## src/rtl/mbc_pkg.sv

```systemverilog
package mbc_pkg;

    // Bus state sequence of one transfer.
    typedef enum logic [2:0] {
        PH_IDLE = 3'd0,
        PH_T1   = 3'd1,
        PH_T2   = 3'd2,
        PH_T3   = 3'd3,
        PH_TW   = 3'd4,
        PH_T4   = 3'd5
    } phase_e;

    // Status nibble bit positions, driven on the upper lines after T1.
    localparam int unsigned STAT_IO_BIT = 0;
    localparam int unsigned STAT_WR_BIT = 1;

endpackage

```

## src/rtl/mbc_fsm.sv

```systemverilog
module mbc_fsm
    import mbc_pkg::*;
#(
    parameter int unsigned ADDR_W = 20,
    parameter int unsigned DATA_W = 8
) (
    input  logic              clk,
    input  logic              rst,
    input  logic              req_valid,
    input  logic [ADDR_W-1:0] req_addr,
    input  logic [DATA_W-1:0] req_wdata,
    input  logic              req_write,
    input  logic              req_io,
    input  logic              bus_ready,
    output phase_e            phase_q,
    output phase_e            phase_d,
    output logic [ADDR_W-1:0] addr_d,
    output logic [DATA_W-1:0] wdata_d,
    output logic              write_d,
    output logic              write_q,
    output logic              io_d
);

    typedef struct packed {
        phase_e            phase;
        logic [ADDR_W-1:0] addr;
        logic [DATA_W-1:0] wdata;
        logic              write;
        logic              io;
    } seq_t;

    seq_t s_d;
    seq_t s_q;

    always_comb begin
        s_d = s_q;
        unique case (s_q.phase)
            PH_IDLE: begin
                if (req_valid) begin
                    s_d.phase = PH_T1;
                    s_d.addr  = req_addr;
                    s_d.wdata = req_wdata;
                    s_d.write = req_write;
                    s_d.io    = req_io;
                end
            end
            PH_T1:        s_d.phase = PH_T2;
            PH_T2:        s_d.phase = PH_T3;
            PH_T3, PH_TW: s_d.phase = bus_ready ? PH_T4 : PH_TW;
            PH_T4:        s_d.phase = PH_IDLE;
            default:      s_d.phase = PH_IDLE;
        endcase
    end

    always_ff @(posedge clk) begin
        if (rst) begin
            s_q <= '0;
        end else begin
            s_q <= s_d;
        end
    end

    assign phase_q = s_q.phase;
    assign phase_d = s_d.phase;
    assign addr_d  = s_d.addr;
    assign wdata_d = s_d.wdata;
    assign write_d = s_d.write;
    assign write_q = s_q.write;
    assign io_d    = s_d.io;

endmodule

```

## src/rtl/mbc_pin_drv.sv

```systemverilog
module mbc_pin_drv
    import mbc_pkg::*;
#(
    parameter int unsigned ADDR_W = 20,
    parameter int unsigned DATA_W = 8,
    parameter int unsigned STAT_W = 4
) (
    input  logic                            clk,
    input  logic                            rst,
    input  phase_e                          phase_d,
    input  logic [ADDR_W-1:0]               addr_d,
    input  logic [DATA_W-1:0]               wdata_d,
    input  logic                            write_d,
    input  logic                            io_d,
    output logic [DATA_W-1:0]               ad_o,
    output logic                            ad_oe,
    output logic [ADDR_W-DATA_W-STAT_W-1:0] a_mid,
    output logic [STAT_W-1:0]               a_hi,
    output logic                            ale,
    output logic                            rd_n,
    output logic                            wr_n,
    output logic                            io_m,
    output logic                            dt_r,
    output logic                            den_n
);

    localparam int unsigned MID_W  = ADDR_W - DATA_W - STAT_W;
    localparam int unsigned HI_LSB = ADDR_W - STAT_W;

    typedef struct packed {
        logic              ale;
        logic              rd_n;
        logic              wr_n;
        logic              den_n;
        logic              dt_r;
        logic              io_m;
        logic              ad_oe;
        logic [DATA_W-1:0] ad;
        logic [MID_W-1:0]  mid;
        logic [STAT_W-1:0] hi;
    } pins_t;

    localparam pins_t PINS_IDLE = '{
        ale:   1'b0,
        rd_n:  1'b1,
        wr_n:  1'b1,
        den_n: 1'b1,
        dt_r:  1'b0,
        io_m:  1'b0,
        ad_oe: 1'b0,
        ad:    '0,
        mid:   '0,
        hi:    '0
    };

    logic [STAT_W-1:0] stat;

    // Status nibble: one flag per assigned position, zero elsewhere.
    for (genvar b = 0; b < STAT_W; b++) begin : g_stat
        if (b == STAT_IO_BIT) begin : g_io
            assign stat[b] = io_d;
        end else if (b == STAT_WR_BIT) begin : g_wr
            assign stat[b] = write_d;
        end else begin : g_zero
            assign stat[b] = 1'b0;
        end
    end

    pins_t p_d;
    pins_t p_q;

    always_comb begin
        p_d = PINS_IDLE;
        if (phase_d != PH_IDLE) begin
            p_d.dt_r = write_d;
            p_d.io_m = io_d;
            p_d.mid  = addr_d[HI_LSB-1:DATA_W];
            p_d.hi   = stat;
        end
        unique case (phase_d)
            PH_T1: begin
                p_d.ale   = 1'b1;
                p_d.ad_oe = 1'b1;
                p_d.ad    = addr_d[DATA_W-1:0];
                p_d.hi    = addr_d[ADDR_W-1:HI_LSB];
            end
            PH_T2, PH_T3, PH_TW: begin
                p_d.den_n = 1'b0;
                p_d.rd_n  = write_d;
                p_d.wr_n  = !write_d;
                p_d.ad_oe = write_d;
                p_d.ad    = write_d ? wdata_d : '0;
            end
            PH_T4: begin
                p_d.ad_oe = write_d;
                p_d.ad    = write_d ? wdata_d : '0;
            end
            default: begin
                p_d.ale = 1'b0;
            end
        endcase
    end

    always_ff @(posedge clk) begin
        if (rst) begin
            p_q <= PINS_IDLE;
        end else begin
            p_q <= p_d;
        end
    end

    assign ad_o  = p_q.ad;
    assign ad_oe = p_q.ad_oe;
    assign a_mid = p_q.mid;
    assign a_hi  = p_q.hi;
    assign ale   = p_q.ale;
    assign rd_n  = p_q.rd_n;
    assign wr_n  = p_q.wr_n;
    assign io_m  = p_q.io_m;
    assign dt_r  = p_q.dt_r;
    assign den_n = p_q.den_n;

endmodule

```

## src/rtl/mbc_rd_cap.sv

```systemverilog
module mbc_rd_cap
    import mbc_pkg::*;
#(
    parameter int unsigned DATA_W = 8
) (
    input  logic              clk,
    input  logic              rst,
    input  phase_e            phase_q,
    input  logic              write_q,
    input  logic              bus_ready,
    input  logic [DATA_W-1:0] bus_ad_i,
    output logic [DATA_W-1:0] rdata,
    output logic              done
);

    typedef struct packed {
        logic              done;
        logic [DATA_W-1:0] rdata;
    } cap_t;

    cap_t c_d;
    cap_t c_q;
    logic finish;

    // The transfer phase ends on this edge when the target is ready.
    assign finish = ((phase_q == PH_T3) || (phase_q == PH_TW)) && bus_ready;

    always_comb begin
        c_d      = c_q;
        c_d.done = finish;
        if (finish && !write_q) begin
            c_d.rdata = bus_ad_i;
        end
    end

    always_ff @(posedge clk) begin
        if (rst) begin
            c_q <= '0;
        end else begin
            c_q <= c_d;
        end
    end

    assign rdata = c_q.rdata;
    assign done  = c_q.done;

endmodule

```

## src/rtl/mux_bus_ctrl.sv

```systemverilog
module mux_bus_ctrl
    import mbc_pkg::*;
#(
    parameter int unsigned ADDR_W = 20,
    parameter int unsigned DATA_W = 8,
    parameter int unsigned STAT_W = 4,
    localparam int unsigned MID_W = ADDR_W - DATA_W - STAT_W
) (
    input  logic              clk,
    input  logic              rst,
    input  logic              req_valid,
    input  logic [ADDR_W-1:0] req_addr,
    input  logic [DATA_W-1:0] req_wdata,
    input  logic              req_write,
    input  logic              req_io,
    output logic              rsp_done,
    output logic [DATA_W-1:0] rsp_rdata,
    output logic [DATA_W-1:0] bus_ad_o,
    output logic              bus_ad_oe,
    input  logic [DATA_W-1:0] bus_ad_i,
    output logic [MID_W-1:0]  bus_a_mid,
    output logic [STAT_W-1:0] bus_a_hi,
    output logic              bus_ale,
    output logic              bus_rd_n,
    output logic              bus_wr_n,
    output logic              bus_io_m,
    output logic              bus_dt_r,
    output logic              bus_den_n,
    input  logic              bus_ready
);

    phase_e            phase_q;
    phase_e            phase_d;
    logic [ADDR_W-1:0] addr_d;
    logic [DATA_W-1:0] wdata_d;
    logic              write_d;
    logic              write_q;
    logic              io_d;

    mbc_fsm #(
        .ADDR_W (ADDR_W),
        .DATA_W (DATA_W)
    ) u_fsm (
        .clk       (clk),
        .rst       (rst),
        .req_valid (req_valid),
        .req_addr  (req_addr),
        .req_wdata (req_wdata),
        .req_write (req_write),
        .req_io    (req_io),
        .bus_ready (bus_ready),
        .phase_q   (phase_q),
        .phase_d   (phase_d),
        .addr_d    (addr_d),
        .wdata_d   (wdata_d),
        .write_d   (write_d),
        .write_q   (write_q),
        .io_d      (io_d)
    );

    mbc_pin_drv #(
        .ADDR_W (ADDR_W),
        .DATA_W (DATA_W),
        .STAT_W (STAT_W)
    ) u_pins (
        .clk     (clk),
        .rst     (rst),
        .phase_d (phase_d),
        .addr_d  (addr_d),
        .wdata_d (wdata_d),
        .write_d (write_d),
        .io_d    (io_d),
        .ad_o    (bus_ad_o),
        .ad_oe   (bus_ad_oe),
        .a_mid   (bus_a_mid),
        .a_hi    (bus_a_hi),
        .ale     (bus_ale),
        .rd_n    (bus_rd_n),
        .wr_n    (bus_wr_n),
        .io_m    (bus_io_m),
        .dt_r    (bus_dt_r),
        .den_n   (bus_den_n)
    );

    mbc_rd_cap #(
        .DATA_W (DATA_W)
    ) u_cap (
        .clk       (clk),
        .rst       (rst),
        .phase_q   (phase_q),
        .write_q   (write_q),
        .bus_ready (bus_ready),
        .bus_ad_i  (bus_ad_i),
        .rdata     (rsp_rdata),
        .done      (rsp_done)
    );

endmodule

```

## config.mk

```make
export PLATFORM = sky130hd
export DESIGN_NAME = mux_bus_ctrl
export DESIGN_NICKNAME = d
export VERILOG_FILES = /design/src/rtl/mbc_pkg.sv /design/src/rtl/mbc_fsm.sv /design/src/rtl/mbc_pin_drv.sv /design/src/rtl/mbc_rd_cap.sv /design/src/rtl/mux_bus_ctrl.sv
export SDC_FILE = /design/constraint.sdc
export NUM_CORES = 1
export LEC_CHECK = 0
export ABC_AREA = 1
export BUFFER_PORTS_ARGS = -buffer_cell sky130_fd_sc_hd__buf_2
export CAP_MARGIN = 10
export CORE_MARGIN = 5
export CORE_UTILIZATION = 33
export DETAILED_ROUTE_END_ITERATION = 6
export PLACE_DENSITY = 0.57
export SLEW_MARGIN = 20
export SYNTH_ARGS = -nofsm -noshare
export SYNTH_HDL_FRONTEND = slang
export SYNTH_SLANG_ARGS = --single-unit
```

## constraint.sdc

```tcl
create_clock -name clk -period 1.6 [get_ports clk]
set_clock_uncertainty 0.05 [all_clocks]
set_input_delay 0.32 -clock clk [delete_from_list [all_inputs] [get_ports clk]]
set_output_delay 0.32 -clock clk [all_outputs]
set_load 0.02 [all_outputs]
```

==> results.py, run 1 <==
metrics = {
    "global_route": {
        "antenna_found_initial": 0,
        "grt_overflow": 0,
        "grt_pass1_wl_um": 8680,
        "grt_max_degree": 22,
        "grt_pass1_vias": 1853,
        "grt_use_total_pct": 13.1,
    },
    "placed_design": {
        "gp_congestion": 0.802,
        "port_buffers": 77,
        "hpwl_um": 3910,
    },
    "logic_synthesis": {
        "ys_top_cells_by_count": "61 x dfxtp_1, 57 x nand2_1, 29 x nor2_1, 26 x a21oi_1, 21 x nand3_1",
        "synth_ff_type": "dfxtp_1",
        "ys_ff_latch": 61,
        "synth.avg_cell_area_um2": 8.31,
        "synth_top_area_share_pct": 57.4,
        "yosysTopAreaCell": "dfxtp_1",
        "yosysSeqAreaShare_pct": 57.4,
        "synthCells": 256,
        "synth.most_common_cell": "dfxtp_1",
        "syn_nets": 298,
        "synthesis.area_mm2": 0.00213,
        "synth_area_leaders": "dfxtp_1 57%, nand2_1 10%, a21oi_1 6.1%",
        "synth-edff-count": 0,
        "async_flop_share_pct": 0,
        "synth_warnings": 0,
        "synth.distinct_cells": 20,
    },
    "clocking": {
        "cts_tree": "yes",
        "worstSkewPairLatency_ns": 0.33,
        "cts_buffer_depth": 2,
        "cts_made_buffers": 9,
        "clk_pin_slew_worst_paths_ns": 0.07,
        "postCtsHoldBufs": 0,
        "clock-sinks": 61,
        "htreeDepth": 3,
        "cts_setup_buffers": 0,
        "cts_resized": 0,
        "cts_root_buf": "clkbuf_8",
    },
    "sta": {
        "period_needed_ns": 1.45,
        "rsz0062_at_grt": "false",
        "clock.fmax_mhz": 688,
        "finalMaxSlewViolations": 0,
        "tightest_slew_ns": 0.370,
        "hold_viol": 0,
        "final.period_utilization_pct": 90.8,
        "slew_headroom_pct": 75.3,
        "finalSetupTns_ns": 0,
        "finalSetupViolCount": 0,
    },
    "pwr": {
        "vdd_ir_drop_max_v": 0.000604,
        "cellPowerDensity_mw_per_mm2": 1280,
        "p_leak_uw": 0.00134,
    },
    "final_layout": {
        "drive_gt1_share_pct": 32.3,
        "fillers": 666,
        "multi_input_area_um2": 768,
        "regArea_mm2": 0.00122,
        "diodes": 0,
        "fin_util_pct": 44.1,
        "finalNetCount": 382,
        "area.growth.synth_to_final_pct": 31.0,
    },
    "floorplanning": {
        "dieArea_mm2": 0.00815,
        "ios": 78,
        "die_h_um": 90.3,
        "start_util_pct": 33.7,
        "core-area_mm2": 0.00631,
        "die_w_um": 90.3,
        "fp-row-count": 29,
    },
    "setup_path": {
        "crit_fanout": 8,
        "critical_path_class": "flip-flop to flip-flop",
        "crit_arrival_ns": 1.61,
        "cp-end-kind": "flip-flop",
        "crit_required_ns": 1.76,
        "worstSetupStartpointType": "flip-flop",
    },
    "route": {
        "vias": 1867,
        "viasPerCell": 4.43,
        "dr.pass1.iters": 4,
        "route.detailed.drc": 0,
        "drt_iter0_drc": 61,
        "drt-wirelength-per-cell_um": 12.4,
        "wirelength_um": 5220,
        "ant_nets": 0,
    },
    "hold_path": {
        "min_path_type": "input pin to flip-flop",
    },
    "flow_run": {
        "drv_cap": 0,
    },
    "status": {
        "status": "complete, no violations",
    },
}
## through the flow
step / setup slack, ns / power [µW] / hold slack [ns] / instances / cell area, µm²
floorplan: 0.353 / 2180 / 0.343 / 256 / 2130
global placement: 0.171 / 2390 / 0.386 / 406 / 2610
detailed placement: 0.134 / 2400 / 0.393 / 406 / 2610
CTS: 0.136 / 3610 / 0.162 / 421 / 2790
global route: 0.00127 / 3760 / 0.177 / 421 / 2790
finish: 0.146 / 3570 / 0.175 / 421 / 2790
## final timing paths
kind	from	end	slack (ns)	cells past startpoint
min	req_addr[17]	u_pins.a_hi[1]	0.18	3
min reg2reg	u_cap.rdata[2]	u_cap.rdata[2]	0.41	2
max	u_fsm.phase_q[1]	u_pins.a_mid[7]	0.15	7
max reg2reg	u_fsm.phase_q[1]	u_pins.a_mid[7]	0.15	7
## cells in the final DEF, fill, tap and decap left out, types with 3 or more instances in the layout
cell / count
buf_4: 8
o21ai_0: 13
a21oi_1: 26
dfxtp_1: 61
nor2_1: 29
clkbuf_8: 11
inv_1: 14
nor3_1: 9
buf_2: 77
nand2_1: 57
nand3_1: 21
clkinv_2: 3
## state kept, by name (all words and copies together), names as in the netlist
signal,flops
u_pins.den_n,1
u_pins.rd_n,1
u_fsm.s_q,21
u_fsm.write_q,1
u_fsm.phase_q,3
u_pins.wr_n,1
u_pins.ale,1
u_pins.a_mid,8
u_pins.ad_o,8
u_pins.ad_oe,1
u_cap.done,1
u_pins.io_m,1
u_pins.dt_r,1
u_pins.a_hi,4
u_cap.rdata,8
## metal layers
metal	vias to the layer above	wire length, µm	global-route usage, %
met5	-	0	0
met4	0	38	2.48
met3	6	622	8.83
met2	66	2260	20.4
met1	809	2300	15.0
li1	986	-	-
## critical path, stage by stage (launching register included)
cell and delay, ns:
dfxtp_1 0.42, inv_1 0.06, nand2_1 0.07, nand2_1 0.11, nand2_1 0.12, nand2_2 0.11, nor2_2 0.30, nor3_1 0.10
## cell families after synthesis
group / share of synthesized area (%)
multiplexers: 0.471
AND/OR/NAND/NOR: 26.0
AO/OA/AOI/OAI: 9.65
flip-flops: 57.4
buffers and inverters: 6.47
## report_power, final
part | internal, µW | total [µW] | switching [µW]
clock network | 632 | 1210 | 577
logic | 234 | 661 | 428
registers | 1660 | 1700 | 43.0
## area by class of cell
| type | instances | share of cell area, % |
|---|---|---|
| Multi-Input combinational cell | 166 | 27.6 |
| Sequential cell | 61 | 43.8 |
| Timing Repair Buffer | 86 | 16.7 |
| Tap cell | 77 | 3.46 |
| Clock inverter | 4 | 0.853 |
| Inverter | 16 | 2.16 |
| Clock buffer | 11 | 5.43 |
Power figures use the tool's default switching activity.
==> inputs of run 2 (changes only) <==
Settings changed: PLACE_DENSITY 0.57 to 0.54, SYNTH_HIERARCHICAL set to 1.
==> results.py, run 2 <==
metrics = {
    "status": {
        "status": "complete, no violations",
    },
    "floorplanning": {
        "die_h_um": 104,
        "dieArea_mm2": 0.0107,
        "start_util_pct": 33.5,
        "ios": 78,
        "fp-row-count": 34,
        "core-area_mm2": 0.00864,
        "die_w_um": 104,
    },
    "clocking": {
        "cts_buffer_depth": 2,
        "cts_tree": "yes",
        "clock-sinks": 69,
        "cts_made_buffers": 9,
        "worstSkewPairLatency_ns": 0.34,
        "clk_pin_slew_worst_paths_ns": 0.07,
        "cts_root_buf": "clkbuf_8",
        "htreeDepth": 3,
        "postCtsHoldBufs": 0,
    },
    "placed_design": {
        "hpwl_um": 5040,
        "gp_congestion": 0.797,
        "port_buffers": 77,
        "dpl.cell_count": 550,
        "place_ws_ns": -0.0444,
    },
    "sta": {
        "final.period_utilization_pct": 96.6,
        "rsz0062_at_grt": "true",
        "period_needed_ns": 1.55,
        "hold_viol": 0,
        "clock.fmax_mhz": 647,
        "setup_ws_ns": 0.0549,
        "tightest_slew_ns": 0.254,
        "finalSetupViolCount": 0,
        "finalMaxSlewViolations": 0,
        "slew_headroom_pct": 83.0,
    },
    "pwr": {
        "p_leak_uw": 0.00189,
        "cellPowerDensity_mw_per_mm2": 1200,
        "total_power_uw": 4570,
        "vdd_ir_drop_max_v": 0.000492,
    },
    "route": {
        "drt-wirelength-per-cell_um": 12.6,
        "vias": 2589,
        "wirelength_um": 7330,
        "viasPerCell": 4.46,
        "dr.pass1.iters": 5,
        "ant_nets": 0,
        "route.detailed.drc": 0,
        "drt_iter0_drc": 74,
    },
    "logic_synthesis": {
        "yosysTopAreaCell": "dfxtp_1",
        "synth.distinct_cells": 23,
        "ys_ff_latch": 69,
        "async_flop_share_pct": 0,
        "ys_top_cells_by_count": "94 x nand2_1, 69 x dfxtp_1, 46 x inv_1, 39 x a21oi_1, 32 x nand3_1",
        "synth.most_common_cell": "nand2_1",
        "synth_warnings": 6,
        "synth.avg_cell_area_um2": 7.78,
        "synth_ff_type": "dfxtp_1",
        "synth-edff-count": 0,
        "synth_area_leaders": "dfxtp_1 48%, nand2_1 12%, a21oi_1 6.7%",
        "yosysSeqAreaShare_pct": 47.7,
        "syn_nets": 415,
        "synth_top_area_share_pct": 47.7,
        "synthesis.area_mm2": 0.00289,
        "synthCells": 372,
    },
    "final_layout": {
        "area.growth.synth_to_final_pct": 31.5,
        "layout_commonest_cell": "nand2_1",
        "largest-register": "u_fsm/s_q",
        "fin_util_pct": 44.1,
        "largest_register_ffs": 29,
        "diodes": 0,
        "layout_common_cells": "86 x nand2_1, 78 x buf_2, 66 x dfxtp_1",
        "drive_gt1_share_pct": 35.6,
        "layoutNonFillerInstCount": 580,
        "finalNetCount": 510,
    },
    "setup_path": {
        "critical_path_class": "flip-flop to flip-flop",
        "crit_required_ns": 1.82,
        "cpPeakStageDelay_ns": 0.37,
        "worstSetupStartpointType": "flip-flop",
        "cp-end-kind": "flip-flop",
        "crit_arrival_ns": 1.76,
        "crit_cells": 9,
        "crit_fanout": 4,
        "crit_family": "simple AND/OR/NAND/NOR gates",
        "r2r_cells": 9,
        "slowest_stage": "dfxtp_4",
        "cp_cell_sequence": "buf_4 -> nor2_4 -> nand3_2 -> nand2_2 -> inv_2 -> nor2_4 -> buf_6 -> nand2_1 -> a21oi_1",
        "critical_path_buf_inv_count": 3,
        "cp_common_cell": "nor2_4",
    },
    "hold_path": {
        "min_path_type": "input pin to flip-flop",
        "hold_path_depth": 3,
    },
    "global_route": {
        "grt_pass1_wl_um": 11700,
        "grt_overflow": 0,
        "antenna_found_initial": 0,
        "grt_use_total_pct": 13.4,
        "grt_pass1_vias": 2420,
        "grt_max_degree": 22,
    },
    "flow_run": {
        "drv_cap": 0,
    },
}
==> run 2: changes by cell type in the layout (fill, tap and decap cells not counted), sizes merged, moves of 2 or more <==
cell and change:
nor2 -3, dfxtp +8, nor3 -7, inv +35, clkinv -2, buf +18
o21ai -14, a21oi +14, bufinv +2, nand3 +16, nand4 +17, nand2 +41
==> run 2: area by class of cell <==
type                    instances  area (µm²)
flip-flops and latches         69        1390
repair buffers                104         621
inverters                      52         208
clock buffers                  12         145
multi-input cells             231        1230
clock inverters                 4        72.6
well taps                     108         135
fillers                       894        4830
==> run 2: metrics by stage <==
| step | hold WS [ns] | TNS, ns | cell area [µm²] |
|---|---|---|---|
| floorplan | 0.342 | 0 | 2920 |
| global placement | 0.402 | -0.0146 | 3380 |
| detailed placement | 0.404 | -0.0444 | 3380 |
| CTS | 0.186 | 0 | 3670 |
| global route | 0.192 | -0.184 | 3800 |
| finish | 0.200 | 0 | 3800 |
==> run 2: report_power, final <==
group / switching, µW / internal (µW) / leakage [µW]
clock: 631 / 919 / 0.000107
sequential: 56.8 / 1870 / 0.000565
combinational: 680 / 413 / 0.00122
==> run 2: logic make-up after synthesis <==
group,Yosys count,synth area share (%)
buffers and inverters,72,13.3
AO/OA/AOI/OAI,42,7.61
adder cells (fa/ha/maj),1,0.432
AND/OR/NAND/NOR,188,30.9
flip-flops,69,47.7
==> run 2: worst paths after layout <==
kind,start,endpoint,slack (ns)
worst max-delay path,u_fsm/phase_q[1],u_pins/ad_o[4],0.05
worst min-delay path,req_addr[13],u_fsm/s_q[23],0.20
worst max register to register,u_fsm/phase_q[1],u_pins/ad_o[4],0.05
worst min register to register,u_fsm/s_q[7],u_fsm/s_q[7],0.42
==> run 2: worst min-delay path: stages <==
cell and delay, ns:
buf_2 0.10, nand3_2 0.06, a21oi_1 0.06
==> run 2: repair_timing <==
action | in CTS | in global routing
cloned | 0 | 1
buffers inserted | 8 | 5
resized for setup | 7 | 26
pin swaps | 4 | 13
setup endpoints to repair | 11 | 19
==> run 2: routing by layer <==
metal | track usage (%) | part of all wire (%) | vias up
met3 | 5.04 | 6.0 | 6
li1 | - | - | 1363
met1 | 16.8 | 45 | 1154
met5 | 0 | 0 | -
met4 | 4.22 | 1.1 | 0
met2 | 21.3 | 47 | 66
==> inputs of run 3 (changes only) <==
--- a/config.mk
+++ b/config.mk
@@ -12,5 +12,5 @@
 export CORE_UTILIZATION = 33
 export DETAILED_ROUTE_END_ITERATION = 6
-export PLACE_DENSITY = 0.54
+export PLACE_DENSITY_LB_ADDON = 0.3
 export SLEW_MARGIN = 20
 export SYNTH_ARGS = -nofsm -noshare
==> constraint.sdc (replaced) <==
create_clock -name clk -period 1.6 [get_ports clk]
set_clock_uncertainty 0.05 [all_clocks]
set_input_delay 0 -clock clk [delete_from_list [all_inputs] [get_ports clk]]
set_output_delay 0 -clock clk [all_outputs]
set_load 0.02 [all_outputs]
==> results.py, run 3 (synthesis gave the netlist of run 2 again) <==
metrics = {
    "status": {
        "status": "complete, no violations",
    },
    "sta": {
        "rsz0062_at_grt": "true",
        "final.period_utilization_pct": 96.8,
        "finalSetupViolCount": 0,
        "finalMaxSlewViolations": 0,
        "hold_viol": 0,
        "setup_ws_ns": 0.0518,
        "slew_headroom_pct": 83.1,
        "tightest_slew_ns": 0.253,
        "clock.fmax_mhz": 646,
        "period_needed_ns": 1.55,
        "finalSetupTns_ns": 0,
    },
    "final_layout": {
        "area.growth.synth_to_final_pct": 40.7,
        "largest-register": "u_fsm/s_q",
        "fillers": 897,
        "final_cell_area_mm2": 0.00407,
        "finalNetCount": 542,
        "layout_commonest_cell": "nand2_1",
        "largest_register_ffs": 29,
        "drive_gt1_share_pct": 30.8,
        "layout_common_cells": "88 x nand2_1, 77 x buf_2, 66 x dfxtp_1",
        "multi_input_area_mm2": 0.00123,
        "fin_util_pct": 47.1,
        "diodes": 0,
        "regArea_mm2": 0.00139,
    },
    "floorplanning": {
        "start_util_pct": 33.5,
        "fp-row-count": 34,
        "ios": 78,
        "core-area_mm2": 0.00864,
        "die_w_um": 104,
        "dieArea_mm2": 0.0107,
        "die_h_um": 104,
    },
    "clocking": {
        "clk_pin_slew_worst_paths_ns": 0.07,
        "cts_root_buf": "clkbuf_8",
        "cts_made_buffers": 9,
        "cts_tree": "yes",
        "worstSkewPairLatency_ns": 0.34,
        "clock-sinks": 69,
        "cts_buffer_depth": 2,
        "htreeDepth": 3,
    },
    "placed_design": {
        "placed_area_mm2": 0.00338,
        "place_ws_ns": -0.0393,
        "hpwl_um": 5140,
        "gp_congestion": 0.809,
        "port_buffers": 77,
    },
    "route": {
        "viasPerCell": 4.49,
        "drt_iter0_drc": 67,
        "wirelength_um": 7480,
        "drt-wirelength-per-cell_um": 12.2,
        "route.detailed.drc": 0,
        "vias": 2741,
        "dr.pass1.iters": 4,
        "ant_nets": 0,
    },
    "setup_path": {
        "cp-end-kind": "flip-flop",
        "crit_fanout": 6,
        "crit_family": "simple AND/OR/NAND/NOR gates",
        "crit_arrival_ns": 1.77,
        "cp_cell_sequence": "nand2_4 -> nand2_4 -> inv_4 -> nor2_4 -> inv_2 -> ha_4 -> nor2_4 -> nand2_1 -> a21oi_1",
        "critical_path_class": "flip-flop to flip-flop",
        "r2r_cells": 9,
        "r2r_end": "u_pins/ad_o[7]",
        "cpPeakStageDelay_ns": 0.42,
        "crit_required_ns": 1.82,
        "critical_path_buf_inv_count": 2,
        "rrSetupSlack_ns": 0.05,
        "worstSetupStartpointType": "flip-flop",
        "slowest_stage": "dfxtp_4",
        "reg2reg_from": "u_fsm/phase_q[0]",
    },
    "global_route": {
        "antenna_found_initial": 0,
        "grt_pass1_vias": 2720,
        "grt_overflow": 0,
        "grt_max_degree": 22,
        "grt_use_total_pct": 14.3,
        "grt_pass1_wl_um": 12700,
    },
    "pwr": {
        "pwr-share-comb_pct": 26.3,
        "p_leak_uw": 0.00198,
        "cellPowerDensity_mw_per_mm2": 1060,
        "intPower_uw": 2920,
        "swShare_pct": 32.2,
        "switching_power_uw": 1390,
        "vdd_ir_drop_max_v": 0.000411,
        "pwr-share-clk_pct": 28.8,
        "seqPwrFrac_pct": 44.9,
    },
    "flow_run": {
        "drv_cap": 0,
    },
    "hold_path": {
        "min_path_type": "input pin to flip-flop",
        "hold_path_depth": 5,
        "holdPathEnd": "u_fsm/write_q",
        "hold_start": "req_valid",
    },
}
run 3: cell count changes in the layout (fill, tap and decap cells not counted), sizes merged:
cell	change
dlygate4sd3	+40
buf	-9
bufinv	-2
clkbuf	-1
clkinv	+1
clkinvlp	+1
nor2	+1
run 3: layer usage:
| metal | vias to the layer above | track usage (%) | wire length (µm) |
|---|---|---|---|
| li1 | 1433 | - | - |
| met1 | 1228 | 17.6 | 3350 |
| met2 | 66 | 23.2 | 3540 |
| met3 | 14 | 3.92 | 402 |
| met4 | 0 | 6.19 | 194 |
| met5 | - | 0 | 0 |
run 3: how the worst max path moves through the flow:
stage | from | end | cells after the start
floorplan | u_fsm/phase_q[1] | u_pins/ad_o[0] | 10
global placement | u_fsm/phase_q[0] | u_pins/a_mid[7] | 9
finish | u_fsm/phase_q[0] | u_pins/ad_o[7] | 9
detailed placement | u_fsm/phase_q[0] | u_pins/a_mid[2] | 9
global route | u_fsm/phase_q[0] | u_pins/ad_o[7] | 9
CTS | u_fsm/phase_q[0] | u_pins/ad_o[6] | 9
run 3: what timing repair did:
item                                    CTS  global route
buffers inserted                          0             4
hold buffers                             40             0
gates cloned                              1             0
gates resized for setup                   2            22
endpoints found under the hold margin    56             0
endpoints found under the setup margin   10            21
pin swaps                                 0            15
run 3: layout make-up:
class | count | share of cell area, %
tap | 108 | 3.32
sequential | 69 | 34.1
clock buffer | 11 | 3.47
clock inverter | 4 | 0.615
multi-input combinational | 232 | 30.3
inverter | 52 | 5.16
timing repair buffer | 135 | 23.0
run 3: metrics by stage:
stage                     std cells  hold WS [ns]  total power (µW)
final                           611        0.0803              4300
after global routing            611         0.140              4570
after CTS                       607        0.0555              4280
after detailed placement        551         0.234              2940
after global placement          551         0.231              2920
after floorplan                 372        0.0221              2680
run 3: worst reg2reg max path, delay by kind of cell (launching register included):
family	cells	cell delay, ns
and+or+nand+nor	5	0.54
DFF	1	0.42
adders and majority gates	1	0.26
AOI/OAI and AO/OA	1	0.12
buffers and inverters	2	0.10
run 3: power groups by stage:
stage,clock (µW),combinational [µW],sequential [µW]
3_5_place_dp,0,971,1970
5_1_grt,1370,1260,1950
4_1_cts,1290,1070,1930
3_3_place_gp,0,958,1960
2_1_floorplan,0,622,2060
6_report,1240,1130,1930
